File: config.mk
export PLATFORM = sky130hd
export DESIGN_NAME = trainer_panel
export DESIGN_NICKNAME = d
export VERILOG_FILES = /design/src/rtl/trainer_panel.sv
export SDC_FILE = /design/constraint.sdc
export NUM_CORES = 1
export LEC_CHECK = 0
export ABC_AREA = 1
export BUFFER_PORTS_ARGS = -buffer_cell sky130_fd_sc_hd__buf_2
export CAP_MARGIN = 20
export CORE_MARGIN = 2
export CORE_UTILIZATION = 40
export CTS_CLUSTER_SIZE = 16
export DETAILED_ROUTE_END_ITERATION = 6
export PLACE_DENSITY = 0.67
export SYNTH_ARGS = -nofsm -noshare
export SYNTH_HDL_FRONTEND = slang
export SYNTH_SLANG_ARGS = --single-unit
File: constraint.sdc
create_clock -name clk -period 4.4 [get_ports clk]
set_clock_uncertainty 0.15 [all_clocks]
set_input_delay 0.88 -clock clk [delete_from_list [all_inputs] [get_ports clk]]
set_output_delay 0.88 -clock clk [all_outputs]
set_load 0.01 [all_outputs]
File: src/rtl/trainer_panel.sv
module trainer_panel #(
  parameter int ADDR_W  = 16,
  parameter int DATA_W  = 8,
  parameter int DEPTH   = 128,
  parameter int STRETCH = 65536
) (
  input  logic              clk,
  input  logic              rst_n,
  input  logic              run_mode,
  input  logic [ADDR_W-1:0] sw_addr,
  input  logic [DATA_W-1:0] sw_data,
  input  logic              deposit,
  input  logic [ADDR_W-1:0] cpu_addr,
  input  logic [DATA_W-1:0] cpu_wdata,
  input  logic              cpu_we,
  input  logic              cpu_sync,
  output logic [DATA_W-1:0] cpu_rdata,
  input  logic [1:0]        in_lines,
  output logic [1:0]        cpu_flags,
  output logic [ADDR_W-1:0] addr_led,
  output logic [DATA_W-1:0] data_led,
  output logic              run_led,
  output logic              out_latch
);

  localparam int IDX_W = $clog2(DEPTH);
  localparam int CNT_W = $clog2(STRETCH + 1);

  logic [DATA_W-1:0] mem [DEPTH];
  logic [DATA_W-1:0] ram_q;
  logic [ADDR_W-1:0] addr_sel;
  logic [IDX_W-1:0]  idx;
  logic              dep_q;
  logic              wr_en;
  logic [DATA_W-1:0] wr_data;
  logic [CNT_W-1:0]  cnt;
  logic [1:0]        sync1;
  logic              pg_set, pg_clr;

  assign addr_sel = run_mode ? cpu_addr : sw_addr;
  assign idx      = addr_sel[IDX_W-1:0];
  assign wr_en    = run_mode ? cpu_we : (deposit & ~dep_q);
  assign wr_data  = run_mode ? cpu_wdata : sw_data;
  assign pg_set   = addr_sel[8];
  assign pg_clr   = addr_sel[9];

  always_ff @(posedge clk) begin
    if (wr_en) mem[idx] <= wr_data;
  end

  always_ff @(posedge clk) begin
    if (!rst_n) begin
      ram_q     <= '0;
      dep_q     <= 1'b0;
      cnt       <= '0;
      sync1     <= '0;
      cpu_flags <= '0;
      out_latch <= 1'b0;
    end else begin
      ram_q     <= mem[idx];
      dep_q     <= deposit;
      sync1     <= in_lines;
      cpu_flags <= sync1;
      if (cpu_sync)       cnt <= CNT_W'(STRETCH);
      else if (cnt != '0) cnt <= cnt - 1'b1;
      if (pg_clr)         out_latch <= 1'b0;
      else if (pg_set)    out_latch <= 1'b1;
    end
  end

  assign cpu_rdata = cpu_we ? '0 : ram_q;
  assign addr_led  = addr_sel;
  assign data_led  = (run_mode && cpu_we) ? cpu_wdata : ram_q;
  assign run_led   = (cnt != '0);

  AST_LATCH_SET: assert property (@(posedge clk) disable iff (!rst_n)
    (addr_led[8] && !addr_led[9]) |=> out_latch);
  AST_LATCH_HOLD: assert property (@(posedge clk) disable iff (!rst_n)
    (!addr_led[8] && !addr_led[9]) |=> $stable(out_latch));
  AST_LATCH_CLEAR_WINS: assert property (@(posedge clk) disable iff (!rst_n)
    addr_led[9] |=> !out_latch);
  AST_RUN_LED_ON: assert property (@(posedge clk) disable iff (!rst_n)
    cpu_sync |=> run_led);
  AST_RUN_LED_QUIET: assert property (@(posedge clk) disable iff (!rst_n)
    (!run_led && !cpu_sync) |=> !run_led);
  AST_WRITE_NO_DRIVE: assert property (@(posedge clk) disable iff (!rst_n)
    (run_mode && cpu_we) |-> (data_led == cpu_wdata));

endmodule

==> impl_results.md <==
- Ant. Diodes: 0
- Net Sw Frac: 0.2513
- Number of DRC markers in iteration 0: 3,480
- Synth Register Bits: 1,055
- Fill cells: 10,230
- Yosys cell types: 31
- Clk pwr share: 0.401
- Final HPWL DP: 75.22 mm
- ANT nets after route: 0
- Synth warn: 0
- Final Hold Fails: 0
- Unrepaired setup endpoints after global routing: no
- Most used cell, CP: buf_2
- CP required: 3.37 ns
- Die Span Y: 340.7 µm
- Clk sink count: 1,055
- Dpl cell area: 48,320 µm²
- RePlAce Congestion: 0.9217
- Clock Tree Buf Depth: 3
- Top cell type's share of synthesized area: 0.6779
- Share of cells above drive strength 1: 0.09110
- Period utilization: 0.8050
- Synth area leaders: edfxtp_1 68%, nand2_1 24%, nor2_1 1.9%
- Area leader, netlist: edfxtp_1
- Io pins: 92
- Htree depth: 3
- Clk slew on worst S/H paths: 0.06 ns
- FFs w/ async S/R, synth: 0
- Synth Net Count: 4,696
- CTS tree: done
- Total die area: 116,100 µm²
- Most frequent cell after synthesis: nand2_1
- Setup TNS: 0 ns
- Cells after Synth: 4,639
- Number of synthesized flops with an enable pin: 1,024
- Finished Cell Area: 51,920 µm²
- # port buffers: 91
- Worst path cell trace: buf_2 > inv_2 > nand2_1 > nand2_8 > buf_4 > buf_2
- Area Growth Syn to Fin: 14.47%
- # nets final: 4,841
- # DRC: 0
- Avg Inst Size Synth: 9.777 µm²
- Worst-margin pin slew: 0.8258 ns
- Hold Slack: 0.2172 ns
- Die W: 340.7 µm
- WL/cell: 19.00 µm
- Slowest stage delay, CP: 0.53 ns
- CTS resizes: 0
- Worst setup SP type: input port
- Crit Path Max Fanout: 52
- Final setup vio count: 0
- Combinational power share: 0.115
- Hold Path Class: input port to flip-flop
- Psw: 5.870 mW
- Max_slew headroom: 0.4495
- Drt total wl: 121.1 mm
- Worst-skew pair later-pin latency: 0.70 ns
- WP buf/inv: 4
- CTS Hold Bufs: 0
- Pwr dens: 449.9 nW/µm²
- Worst EP arrival: 2.51 ns
- Maximum capacitance violations: 0
- Initial antenna violation count: 2
- Initial Util: 0.4032
- Post-synthesis sequential area ratio: 0.6916
- Vias: 31,790
- Largest net degree at the start of global routing: 124
- Top cells by count, synth: 2,849 x nand2_1, 1,024 x edfxtp_1, 226 x nor2_1, 151 x buf_2, 120 x inv_1
- Leak pwr: 21.83 nW
- CTS Root Cell: clkbuf_16
- Total CTS buffers: 105
- Top_reg_cell synth: edfxtp_1
- Drt via density: 4.987
- Core area: 112,500 µm²
- Final min period: 3.542 ns
- DR pass1 iterations: 6
- Status: completed
- Crit-path slowest cell: buf_4
- WS Path Type: input port to output port
- Peak supply drop: 0.2945 mV
- Vias in the first global route: 30,120
- Crit. End Element: output port
- Top delay family on crit path: buffers and inverters
- Post-CTS setup buffer count: 0
- Achievable Freq: 282.3 MHz
- Pint: 17.49 mW
- GRT overflow: 0
- Pins Over Slew Limit: 0
- All-layer global routing usage: 0.2061
- Row count: 123
- Flop pwr share: 0.484
- First-pass GRT wire length: 182.6 mm
- Syn Std Cell Area: 45,360 µm²
==> state kept, by name, summed over array words and instances, names as in the netlist <==
register   flops
ram_q          8
mem         1024
cpu_flags      2
cnt           17
dep_q          1
out_latch      1
sync1          2
==> layout by cell type, fill, tap and decap left out, types with 20 or more instances in the layout <==
cell type  count
a21oi_1       31
buf_12        26
buf_2         91
buf_4        145
clkbuf_1      24
clkbuf_16    107
dfxtp_1       31
edfxtp_1    1024
inv_1        120
nand2_1     2838
nand3_1       44
nor2_1       226
o21ai_0       20
==> through the flow <==
| step | worst slack [ns] | power, mW | instances | util |
|---|---|---|---|---|
| floorplan | 0.6856 | 13.23 | 4639 | - |
| global placement | 0.3332 | 14.13 | 6177 | 0.4295 |
| detailed placement | 0.3070 | 14.16 | 6177 | 0.4295 |
| CTS | 0.8783 | 23.44 | 6374 | 0.4615 |
| global route | 0.7786 | 24.14 | 6374 | 0.4615 |
| finish | 0.8581 | 23.36 | 6374 | 0.4615 |
==> worst paths after layout <==
kind | slack [ns] | cells past startpoint | start | end
max | 0.86 | 6 | run_mode | addr_led[1]
max reg2reg | 1.47 | 5 | dep_q$_SDFF_PN0_ | mem[43][4]$_DFFE_PP_
min reg2reg | 0.26 | 2 | sync1[0]$_SDFF_PN0_ | cpu_flags[0]$_SDFF_PN0_
min | 0.22 | 3 | in_lines[1] | sync1[1]$_SDFF_PN0_
==> logic make-up (layout without fill, tap and decap cells) <==
family                     count (synthesis)  in the layout  synth area share
and+or+nand+nor                         3157           3157            0.2643
DFF                                     1055           1055            0.6916
buffers and inverters                    349            584           0.03470
AOI/OAI and AO/OA                         71             71          0.007945
xor gates and xnor gates                   6              6          0.001159
adders and majority gates                  1              1         0.0002758
==> metal layers <==
| metal | vias up | share of wire | GRT usage |
|---|---|---|---|
| met2 | 1339 | 0.45 | 0.3240 |
| met1 | 15030 | 0.42 | 0.2858 |
| met4 | 5 | 0.032 | 0.06892 |
| li1 | 15200 | - | - |
| met3 | 219 | 0.097 | 0.04284 |
| met5 | - | 0.00036 | 0 |
==> worst min-delay path: cells and delay by family <==
family                 cells  cell delay [ns]
AND/OR/NAND/NOR            1             0.04
buffers and inverters      2             0.12
==> power groups by stage <==
stage / logic, mW / clock network [mW] / registers (mW)
2_1_floorplan: 1.71 / 0 / 11.5
3_3_place_gp: 2.62 / 0 / 11.5
3_5_place_dp: 2.65 / 0 / 11.5
4_1_cts: 2.67 / 9.46 / 11.3
5_1_grt: 2.98 / 9.85 / 11.3
6_report: 2.69 / 9.37 / 11.3
==> area by class of cell <==
type	count	area (µm²)	area share
clock inverter	66	830.8	0.01600
multi-input combinational	3235	12540	0.2416
tap	1500	1877	0.03615
timing repair buffer	262	2064	0.03976
inverter	125	469.2	0.009037
clock buffer	131	2768	0.05331
sequential	1055	31370	0.6042
Note: power is estimated with default switching activity, not from simulation.
